`config.mk`:
```
export PLATFORM = sky130hd
export DESIGN_NAME = blt_engine
export DESIGN_NICKNAME = d
export VERILOG_FILES = /design/src/rtl/blt_pkg.sv /design/src/rtl/blt_regs.sv /design/src/rtl/blt_walker.sv /design/src/rtl/blt_engine.sv
export SDC_FILE = /design/constraint.sdc
export NUM_CORES = 1
export LEC_CHECK = 0
export BUFFER_PORTS_ARGS = -buffer_cell sky130_fd_sc_hd__buf_4
export CORE_MARGIN = 5
export CORE_UTILIZATION = 30
export DETAILED_ROUTE_END_ITERATION = 16
export GPL_TIMING_DRIVEN = 0
export PLACE_DENSITY = 0.56
export SLEW_MARGIN = 25
export SYNTH_ARGS = -nofsm -noshare
export SYNTH_HDL_FRONTEND = slang
export SYNTH_HIERARCHICAL = 1
export SYNTH_SLANG_ARGS = --single-unit
```
`constraint.sdc`:
```
create_clock -name clk -period 10.8 [get_ports clk]
set_clock_uncertainty 0.2 [all_clocks]
set_input_delay 0 -clock clk [delete_from_list [all_inputs] [get_ports clk]]
set_output_delay 0 -clock clk [all_outputs]
set_load 0.1 [all_outputs]
```
`src/rtl/blt_pkg.sv`:
```
package blt_pkg;

    typedef enum logic [2:0] {
        RS_PITCH = 3'd0,
        RS_SRC   = 3'd1,
        RS_DST   = 3'd2,
        RS_TILE  = 3'd3,
        RS_CTRL  = 3'd4,
        RS_SIZE  = 3'd5,
        RS_CFG   = 3'd6
    } reg_sel_e;

    localparam logic [7:0] ROP_COPY = 8'hCC;
    localparam logic [7:0] ROP_TILE = 8'hF0;
    localparam int BIT_BUSY = 31;
    localparam int BIT_RTL  = 8;
    localparam int BIT_BTT  = 9;
    localparam int BIT_HOLD = 0;

    typedef enum logic [1:0] {
        ST_IDLE  = 2'd0,
        ST_READ  = 2'd1,
        ST_WRITE = 2'd2
    } state_e;

    typedef struct packed {
        logic [15:0] h;
        logic [15:0] w;
    } size_t;

    typedef struct packed {
        logic [15:0] dst;
        logic [15:0] src;
    } pitch_t;

    function automatic logic [3:0] lane_be(input logic [1:0] lane);
        return 4'b0001 << lane;
    endfunction

    function automatic logic [7:0] lane_byte(input logic [31:0] word, input logic [1:0] lane);
        return word[8*lane +: 8];
    endfunction

    function automatic logic rop_moves(input logic [7:0] rop);
        return (rop == ROP_COPY) || (rop == ROP_TILE);
    endfunction

endpackage

```
`src/rtl/blt_regs.sv`:
```
module blt_regs
    import blt_pkg::*;
#(
    parameter int ADDR_W = 22
) (
    input  logic              clk,
    input  logic              rst,
    input  logic              we,
    input  logic [2:0]        addr,
    input  logic [31:0]       wdata,
    input  logic              busy,
    output logic [31:0]       rdata,
    output pitch_t            pitch,
    output logic [ADDR_W-1:0] src_base,
    output logic [ADDR_W-1:0] dst_base,
    output logic [ADDR_W-1:0] tile_base,
    output logic [7:0]        rop,
    output logic              dir_rtl,
    output logic              dir_btt,
    output size_t             size,
    output logic              hold,
    output logic              start
);
    localparam logic [ADDR_W-1:0] TILE_MASK = {{(ADDR_W-3){1'b1}}, 3'b000};
    localparam int PAD = 32 - ADDR_W;

    reg_sel_e    sel;
    logic        accept;
    logic [30:0] ctrl_q;

    assign sel    = reg_sel_e'(addr);
    assign accept = we && (!busy || sel == RS_CFG);
    assign start  = we && sel == RS_SIZE && !busy && !hold &&
                    wdata[31:16] != 16'd0 && wdata[15:0] != 16'd0;

    always_ff @(posedge clk) begin
        if (rst) begin
            pitch     <= '0;
            src_base  <= '0;
            dst_base  <= '0;
            tile_base <= '0;
            ctrl_q    <= '0;
            size      <= '0;
            hold      <= 1'b0;
        end else if (accept) begin
            case (sel)
                RS_PITCH: pitch     <= pitch_t'(wdata);
                RS_SRC:   src_base  <= wdata[ADDR_W-1:0];
                RS_DST:   dst_base  <= wdata[ADDR_W-1:0];
                RS_TILE:  tile_base <= wdata[ADDR_W-1:0] & TILE_MASK;
                RS_CTRL:  ctrl_q    <= wdata[30:0];
                RS_SIZE:  size      <= size_t'(wdata);
                RS_CFG:   hold      <= wdata[BIT_HOLD];
                default:  ;
            endcase
        end
    end

    assign rop     = ctrl_q[7:0];
    assign dir_rtl = ctrl_q[BIT_RTL];
    assign dir_btt = ctrl_q[BIT_BTT];

    always_comb begin
        case (sel)
            RS_PITCH: rdata = pitch;
            RS_SRC:   rdata = {{PAD{1'b0}}, src_base};
            RS_DST:   rdata = {{PAD{1'b0}}, dst_base};
            RS_TILE:  rdata = {{PAD{1'b0}}, tile_base};
            RS_CTRL:  rdata = {busy, ctrl_q};
            RS_SIZE:  rdata = size;
            RS_CFG:   rdata = {31'd0, hold};
            default:  rdata = '0;
        endcase
    end

endmodule

```
`src/rtl/blt_walker.sv`:
```
module blt_walker
    import blt_pkg::*;
#(
    parameter int ADDR_W   = 22,
    parameter int TILE_LOG = 3
) (
    input  logic              clk,
    input  logic              rst,
    input  logic              load,
    input  logic              step,
    input  logic [ADDR_W-1:0] src_base,
    input  logic [ADDR_W-1:0] dst_base,
    input  logic [ADDR_W-1:0] tile_base,
    input  pitch_t            pitch,
    input  size_t             size,
    input  logic              dir_rtl,
    input  logic              dir_btt,
    output logic [ADDR_W-1:0] src_addr,
    output logic [ADDR_W-1:0] dst_addr,
    output logic [ADDR_W-1:0] tile_addr,
    output logic              last
);
    localparam int TILE_IDX_W = 2 * TILE_LOG;

    logic [15:0]       x_q, y_q;
    logic [ADDR_W-1:0] sline_q, dline_q;
    logic [ADDR_W-1:0] x_off, sp, dp;
    logic              x_end, y_end;

    assign x_end = (x_q == size.w - 16'd1);
    assign y_end = (y_q == size.h - 16'd1);
    assign last  = x_end && y_end;
    assign x_off = ADDR_W'(x_q);
    assign sp    = ADDR_W'(pitch.src);
    assign dp    = ADDR_W'(pitch.dst);

    always_ff @(posedge clk) begin
        if (rst) begin
            x_q     <= '0;
            y_q     <= '0;
            sline_q <= '0;
            dline_q <= '0;
        end else if (load) begin
            x_q     <= '0;
            y_q     <= '0;
            sline_q <= src_base;
            dline_q <= dst_base;
        end else if (step) begin
            if (x_end) begin
                x_q     <= '0;
                y_q     <= y_q + 16'd1;
                sline_q <= dir_btt ? sline_q - sp : sline_q + sp;
                dline_q <= dir_btt ? dline_q - dp : dline_q + dp;
            end else begin
                x_q <= x_q + 16'd1;
            end
        end
    end

    assign src_addr  = dir_rtl ? sline_q - x_off : sline_q + x_off;
    assign dst_addr  = dir_rtl ? dline_q - x_off : dline_q + x_off;
    assign tile_addr = tile_base +
                       ADDR_W'(TILE_IDX_W'({y_q[TILE_LOG-1:0], x_q[TILE_LOG-1:0]}));

endmodule

```
`src/rtl/blt_engine.sv`:
```
module blt_engine
    import blt_pkg::*;
#(
    parameter int ADDR_W   = 22,
    parameter int TILE_LOG = 3
) (
    input  logic              clk,
    input  logic              rst,
    input  logic              reg_we,
    input  logic [2:0]        reg_addr,
    input  logic [31:0]       reg_wdata,
    output logic [31:0]       reg_rdata,
    output logic              busy,
    output logic              mem_re,
    output logic              mem_we,
    output logic [ADDR_W-3:0] mem_addr,
    output logic [3:0]        mem_be,
    output logic [31:0]       mem_wdata,
    input  logic [31:0]       mem_rdata
);
    pitch_t            pitch;
    size_t             size;
    logic [ADDR_W-1:0] src_base, dst_base, tile_base;
    logic [ADDR_W-1:0] src_addr, dst_addr, tile_addr, rd_addr;
    logic [7:0]        rop_q;
    logic              dir_rtl, dir_btt, hold_q, start, last, moves;
    state_e            state_q;

    blt_regs #(.ADDR_W(ADDR_W)) u_regs (
        .clk      (clk),
        .rst      (rst),
        .we       (reg_we),
        .addr     (reg_addr),
        .wdata    (reg_wdata),
        .busy     (busy),
        .rdata    (reg_rdata),
        .pitch    (pitch),
        .src_base (src_base),
        .dst_base (dst_base),
        .tile_base(tile_base),
        .rop      (rop_q),
        .dir_rtl  (dir_rtl),
        .dir_btt  (dir_btt),
        .size     (size),
        .hold     (hold_q),
        .start    (start)
    );

    blt_walker #(.ADDR_W(ADDR_W), .TILE_LOG(TILE_LOG)) u_walker (
        .clk      (clk),
        .rst      (rst),
        .load     (start),
        .step     (state_q == ST_WRITE && !hold_q),
        .src_base (src_base),
        .dst_base (dst_base),
        .tile_base(tile_base),
        .pitch    (pitch),
        .size     (size),
        .dir_rtl  (dir_rtl),
        .dir_btt  (dir_btt),
        .src_addr (src_addr),
        .dst_addr (dst_addr),
        .tile_addr(tile_addr),
        .last     (last)
    );

    always_ff @(posedge clk) begin
        if (rst || hold_q) begin
            state_q <= ST_IDLE;
        end else begin
            case (state_q)
                ST_IDLE:  if (start) state_q <= ST_READ;
                ST_READ:  state_q <= ST_WRITE;
                ST_WRITE: state_q <= last ? ST_IDLE : ST_READ;
                default:  state_q <= ST_IDLE;
            endcase
        end
    end

    assign busy    = (state_q != ST_IDLE);
    assign moves   = rop_moves(rop_q);
    assign rd_addr = (rop_q == ROP_TILE) ? tile_addr : src_addr;

    always_comb begin
        mem_re    = (state_q == ST_READ)  && moves;
        mem_we    = (state_q == ST_WRITE) && moves;
        mem_addr  = '0;
        mem_be    = 4'b0000;
        mem_wdata = {4{lane_byte(mem_rdata, rd_addr[1:0])}};
        if (mem_re) begin
            mem_addr = rd_addr[ADDR_W-1:2];
        end else if (mem_we) begin
            mem_addr = dst_addr[ADDR_W-1:2];
            mem_be   = lane_be(dst_addr[1:0]);
        end
    end

endmodule

```
# ---- Word-level counts from Yosys, hierarchy flattened
# Index checks and enable logic that the tools add are counted.
# Widths: inputs -> output; s select.
dict set report totals {
  reg_bits 237
  latch_bits 0
  ram_bits 0
  rom_bits 0
  inputBits 70
  output_inout_bits 91
  wordCells 94
  n_memories 0
}
dict set report op_classes {
  add_sub_neg 13
  mul 0
  n_div 0
  order_cmp 0
  eq_ne 13
  shift 2
  muxes 20
  n_bitwise 0
  reduce_logical 32
}
# op n
set ops {}
lappend ops {{$mux 22} 11}
lappend ops {{$pmux 32 s7} 1}
lappend ops {{$add 22x16->22} 4}
lappend ops {{$sub 22x16->22} 4}
lappend ops {{$mux 20} 2}
lappend ops {{$add 16x1->16 const B} 2}
lappend ops {{$eq 16x16->1} 2}
lappend ops {{$reduce_bool 16->1} 2}
lappend ops {{$shiftx 32x6->8} 1}
lappend ops {{$sub 16x1->16 const B} 2}
lappend ops {{$add 22x6->22} 1}
lappend ops {{$reduce_and 2->1} 9}
lappend ops {{$eq 8x8->1 const B} 2}
lappend ops {{$mux 16} 1}
lappend ops {{$logic_and 1x1->1} 10}
lappend ops {{$eq 3x3->1 const B} 3}
lappend ops {{$mux 4} 2}
lappend ops {{$eq 3x2->1 const B} 2}
lappend ops {{$pmux 2 s3} 1}
lappend ops {{$reduce_bool 2->1} 3}
lappend ops {{$shl 1x2->4 const A} 1}
lappend ops {{$eq 3x1->1 const B} 1}
lappend ops {{$logic_not 3->1} 1}
lappend ops {{$logic_or 1x1->1} 3}
lappend ops {{8 further kinds} 9}

# ---- Depth between registers and ports, before layout
dict set report logic_depth {
  word_depth 8
  depth_mapped 18
  ltp_nobuf 18
}

# ---- Hierarchy
# Netlist, hierarchy kept.
# mod instances cells_per_inst area_per_inst_um2 seq_area_each_um2
set modules_own_cells {}
lappend modules_own_cells {blt_walker 1 1359 9979.6 1521.5}
lappend modules_own_cells {blt_regs 1 902 7352.1 3183.1}
lappend modules_own_cells {blt_engine 1 171 1350.0 40.0}

# ---- Worst setup path after synthesis
# OpenSTA, ideal clock, no wires.
dict set report synth_path {
  kind {register -> output}
  start {register u_regs.ctrl_q[8]}
  end {output port mem_addr[18]}
  t_arrival_ns 5.300
  required_time_ns 10.600
  path_slack_ns 5.300
  path_stages_with_launch 19
  n_path_buf 2
  path_cell_list {dfxtp_1 buf_2 buf_1 nor2_1 xnor2_1 ha_1 nor2b_1 o21ai_0 a21boi_0 o221ai_1 a311oi_1 o41ai_2 o2111ai_1 a41oi_1 nor2_1 a211oi_1 xnor2_1 nand3_1 a31oi_1}
}
dict set report synth_between {
  elab_chain_cells 3
}
# element line_no
set synth_lines {}
lappend synth_lines {{from (decl)} blt_regs.sv:29} ;# logic [30:0] ctrl_q;
lappend synth_lines {{from (signal assigned)} blt_regs.sv:51} ;# RS_CTRL: ctrl_q <= wdata[30:0];
lappend synth_lines {{$mux 22} blt_walker.sv:60} ;# assign src_addr = dir_rtl ? sline_q - x_off : sline_q + x_off;
lappend synth_lines {{net src_addr[20]} blt_engine.sv:24} ;# logic [ADDR_W-1:0] src_addr, dst_addr, tile_addr, rd_addr;
lappend synth_lines {{$mux 22} blt_engine.sv:82} ;# assign rd_addr = (rop_q == ROP_TILE) ? tile_addr : src_addr;
lappend synth_lines {{$mux 20} blt_engine.sv:90} ;# if (mem_re) begin
lappend synth_lines {{to (decl)} blt_engine.sv:16} ;# output logic [ADDR_W-3:0] mem_addr,
# The timed path passes the listed nets, and every way through them passes these cells.

# ---- Final worst setup path
# Ends and elaborated chain as after synthesis.

==> metrics.log <==
INFO  metric numPortBuffers = 159
INFO  metric final_hold_fails = 0
INFO  metric tritoncts = done
INFO  metric critical_path.endpoint_type = output pin
INFO  metric critical_path_depth = 19
INFO  metric cp.arrival = 6.07 ns
INFO  metric max_cap_violations = 0
INFO  metric status = finished clean
INFO  metric timing_worst_setup_path_type = reg2out
INFO  metric syn_area = 18700 µm²
INFO  metric cts_repair_resize_count = 0
INFO  metric timing_max_transition_violations_final = 0
INFO  metric vdd_drop_max = 0.0000872 V
INFO  metric layout.filler_cells = 6489
INFO  metric critPathTopFamily = compound AO/OA/AOI/OAI gates
INFO  metric floorplan.die.width = 260 µm
INFO  metric gr-total-overflow = 0
INFO  metric stdcell_area = 22400 µm²
INFO  metric layout.nets = 2827
INFO  metric timing.hold.worst.class = in2reg
INFO  metric tightest_slew = 1.01 ns
INFO  metric cts.root.buffer_cell = sky130_fd_sc_hd__clkbuf_16
INFO  metric dp.cells = 3430
INFO  metric fin_total_pwr = 2.73 mW
INFO  metric multiInputGateArea = 12500 µm²
INFO  metric first_iter_violations = 2622
INFO  metric clock-sinks = 237
INFO  metric initial_utilization = 30.3%
INFO  metric worst_skew_pair.late_latency = 0.59 ns
INFO  metric synth_top_flop_cell = sky130_fd_sc_hd__dfxtp_1
INFO  metric reg2reg_depth = 14
INFO  metric layout_commonest_cell = sky130_fd_sc_hd__a21oi_1
INFO  metric synth_area_leader_cell = sky130_fd_sc_hd__dfxtp_1
INFO  metric yosysTopAreaCellShare = 25.4%
INFO  metric ff_latch_area = 4740 µm²
INFO  metric layout-area-overhead-vs-synth = 19.9%
INFO  metric postPlaceCellArea = 20900 µm²
INFO  metric synth-async-reset-ratio = 0%
INFO  metric fmax = 160 MHz
INFO  metric global_route_wire_length_before_repair = 124000 µm
INFO  metric critical_path_required = 10.60 ns
INFO  metric worst-r2r-setup-slack = 5.58 ns
INFO  metric gp_routability_congestion = 1.01
INFO  metric holdPathStages = 3
INFO  metric pwr_density_cell = 122 nW/µm²
INFO  metric dp_hpwl = 67500 µm
INFO  metric period_share = 58.1%
INFO  metric wirelength = 85700 µm
INFO  metric critical_path.max_fanout = 10
INFO  metric die_h = 260 µm
INFO  metric synth_edf_count = 0
INFO  metric drt-wirelength-per-cell = 24.3 µm
INFO  metric rows = 91
INFO  metric crit_slowest_cell = sky130_fd_sc_hd__dfxtp_1
INFO  metric number_of_storage_elements_in_the_synthesis_netlist = 237
INFO  metric first_global_vias = 19100
INFO  metric vias = 20400
INFO  metric max-clock-path-buffers = 3
INFO  metric p_leak = 8.41 nW
INFO  metric fin_crit = 6.27 ns
INFO  metric antenna_found_initial = 2
INFO  metric max_slew_margin = 32.4%
INFO  metric number_of_standard_cells_after_synthesis = 2432
INFO  metric start_kind = flip-flop
INFO  metric setup-violations-final = 0
INFO  metric totalNegativeSetupSlack = 0 ns
INFO  metric finalCoreUtilization = 36.3%
INFO  metric postRouteAntennaNets = 0
INFO  metric die-area = 67400 µm²
INFO  metric worstPathCellList = buf_2 -> buf_1 -> nor2_1 -> xnor2_1 -> ha_1 -> nor2b_1 -> o21ai_0 -> a21boi_0 -> o221ai_1 -> a311oi_1 -> o41ai_2 -> o2111ai_1 -> a41oi_1 -> nor2_1 -> a211oi_1 -> xnor2_1 -> nand3_1 -> a31oi_1 -> buf_4
INFO  metric grt.total_usage = 24.2%
INFO  metric route.detailed.drc = 0
INFO  metric avgSynthCellArea = 7.68 µm²
INFO  metric ios = 161
INFO  metric vias_per_cell = 5.79
INFO  metric cts_setup_buffers = 0
INFO  metric drt_first_pass_iters = 6
INFO  metric post_route_cells_drive_above_1_share = 15.5%
INFO  metric cp_slowest_stage_delay = 0.55 ns
INFO  metric pin_count_of_the_biggest_net_entering_global_routing = 15
INFO  metric most_used_cells_in_the_layout_excluding_fill_and_tap_cells = 257 x sky130_fd_sc_hd__a21oi_1, 249 x sky130_fd_sc_hd__nand3_1, 237 x sky130_fd_sc_hd__dfxtp_1, 209 x sky130_fd_sc_hd__buf_4, 203 x sky130_fd_sc_hd__o21ai_0
INFO  metric core_area = 61700 µm²
INFO  metric synth_top_area_cells = sky130_fd_sc_hd__dfxtp_1 25%, sky130_fd_sc_hd__a21oi_1 6.9%, sky130_fd_sc_hd__xnor2_1 6.8%
INFO  metric cts.clk_slew.worst_paths = 0.06 ns
INFO  metric tritoncts.num_buffers = 29
INFO  metric count_of_yosys_warnings_during_synthesis = 6
INFO  metric clock_tree.htree_level_count = 1
INFO  metric finish.cell_count_without_fillers = 3528
INFO  metric grt_setup_unrepaired = false
INFO  metric synth_cell_types = 92
INFO  metric worstPathBufferInverterCount = 3
INFO  metric synth_seq_area_share = 25.4%
[cell type report]
class                           instances  share of cell area, %
Clock buffer                           41                   3.84
Clock inverter                         13                  0.710
Tap cell                              837                   4.68
Buffer                                212                   5.31
Timing Repair Buffer                  202                   7.25
Inverter                               78                   1.31
Multi-Input combinational cell       1907                   55.7
Sequential cell                       237                   21.2
Antenna cell                            1                 0.0112
[report_power, final]
| group | internal (mW) | switching (mW) | leakage [nW] |
|---|---|---|---|
| Combinational | 0.286 | 0.478 | 6.00 |
| Sequential | 0.891 | 0.0336 | 1.92 |
| Clock | 0.627 | 0.420 | 0.498 |
| Total | 1.80 | 0.931 | 8.41 |
[final timing paths]
check               startpoint              endpoint
max           u_regs/ctrl_q[8]          mem_addr[18]
min                        rst            state_q[1]
max reg2reg   u_regs/ctrl_q[9]  u_walker/dline_q[16]
min reg2reg  u_regs/ctrl_q[23]     u_regs/ctrl_q[23]
[logic make-up after synthesis]
kind of cell    count (synthesis)  share of synthesized area [%]
xor+xnor                      205                           9.61
mux                            50                           3.90
simple gates                  783                           21.6
buf+inv                       290                           7.93
other cells                     1                         0.0201
fa+ha+maj                      97                           6.61
compound gates                769                           24.9
flops                         237                           25.4
[routing by layer]
layer	track usage (%)	share of wire, %
met2	38.3	44
met1	31.4	40
met3	4.72	9.2
met4	12.5	6.1
met5	0	0.031
[tightest hold or removal path: cells and delay by family]
kind,cells,cell delay [ns]
buffers and inverters,2,0.71
and+or+nand+nor,1,0.07
[flip-flops by register name, indices dropped and copies added, names as in the netlist, 2 cells and up]
register and count:
state_q 2, u_walker/sline_q 22, u_regs/ctrl_q 31, u_walker/x_q 16
u_regs/dst_base 22, u_walker/dline_q 22, u_regs/src_base 22, u_regs/tile_base 19
u_regs/pitch 32, u_regs/size 32, u_walker/y_q 16
[metrics by stage]
step | setup slack, ns | hold WS [ns]
4_1_cts | 4.58 | 0.0459
2_1_floorplan | 5.30 | -0.123
5_1_grt | 4.13 | 0.0837
3_3_place_gp | 5.21 | 0.0949
6_report | 4.53 | 0.0707
3_5_place_dp | 5.22 | 0.103
[synth_stat cells (all sizes together), types with 9 or more instances]
cell,number
a21oi,257
nand3,251
dfxtp,237
o21ai,220
nor2,165
xnor2,146
nand2,129
buf,118
clkbuf,94
ha,85
inv,77
a22oi,72
xor2,59
nor3,47
a31oi,42
a21o,31
and3,27
nor4,26
o211ai,24
mux2,22
nor2b,19
nand2b,17
nand4,17
mux4,16
or3,16
a211oi,14
o21a,14
and2,12
mux2i,12
o21bai,11
a31o,10
or2,10
nor4b,9
[timing repair]
| item | 4_1_cts | 5_1_grt |
|---|---|---|
| endpoints found under the hold margin | 172 | 0 |
| setup endpoints to repair | 0 | 0 |
| hold buffers | 43 | 0 |
No activity file was read; power rests on OpenSTA's default activity.
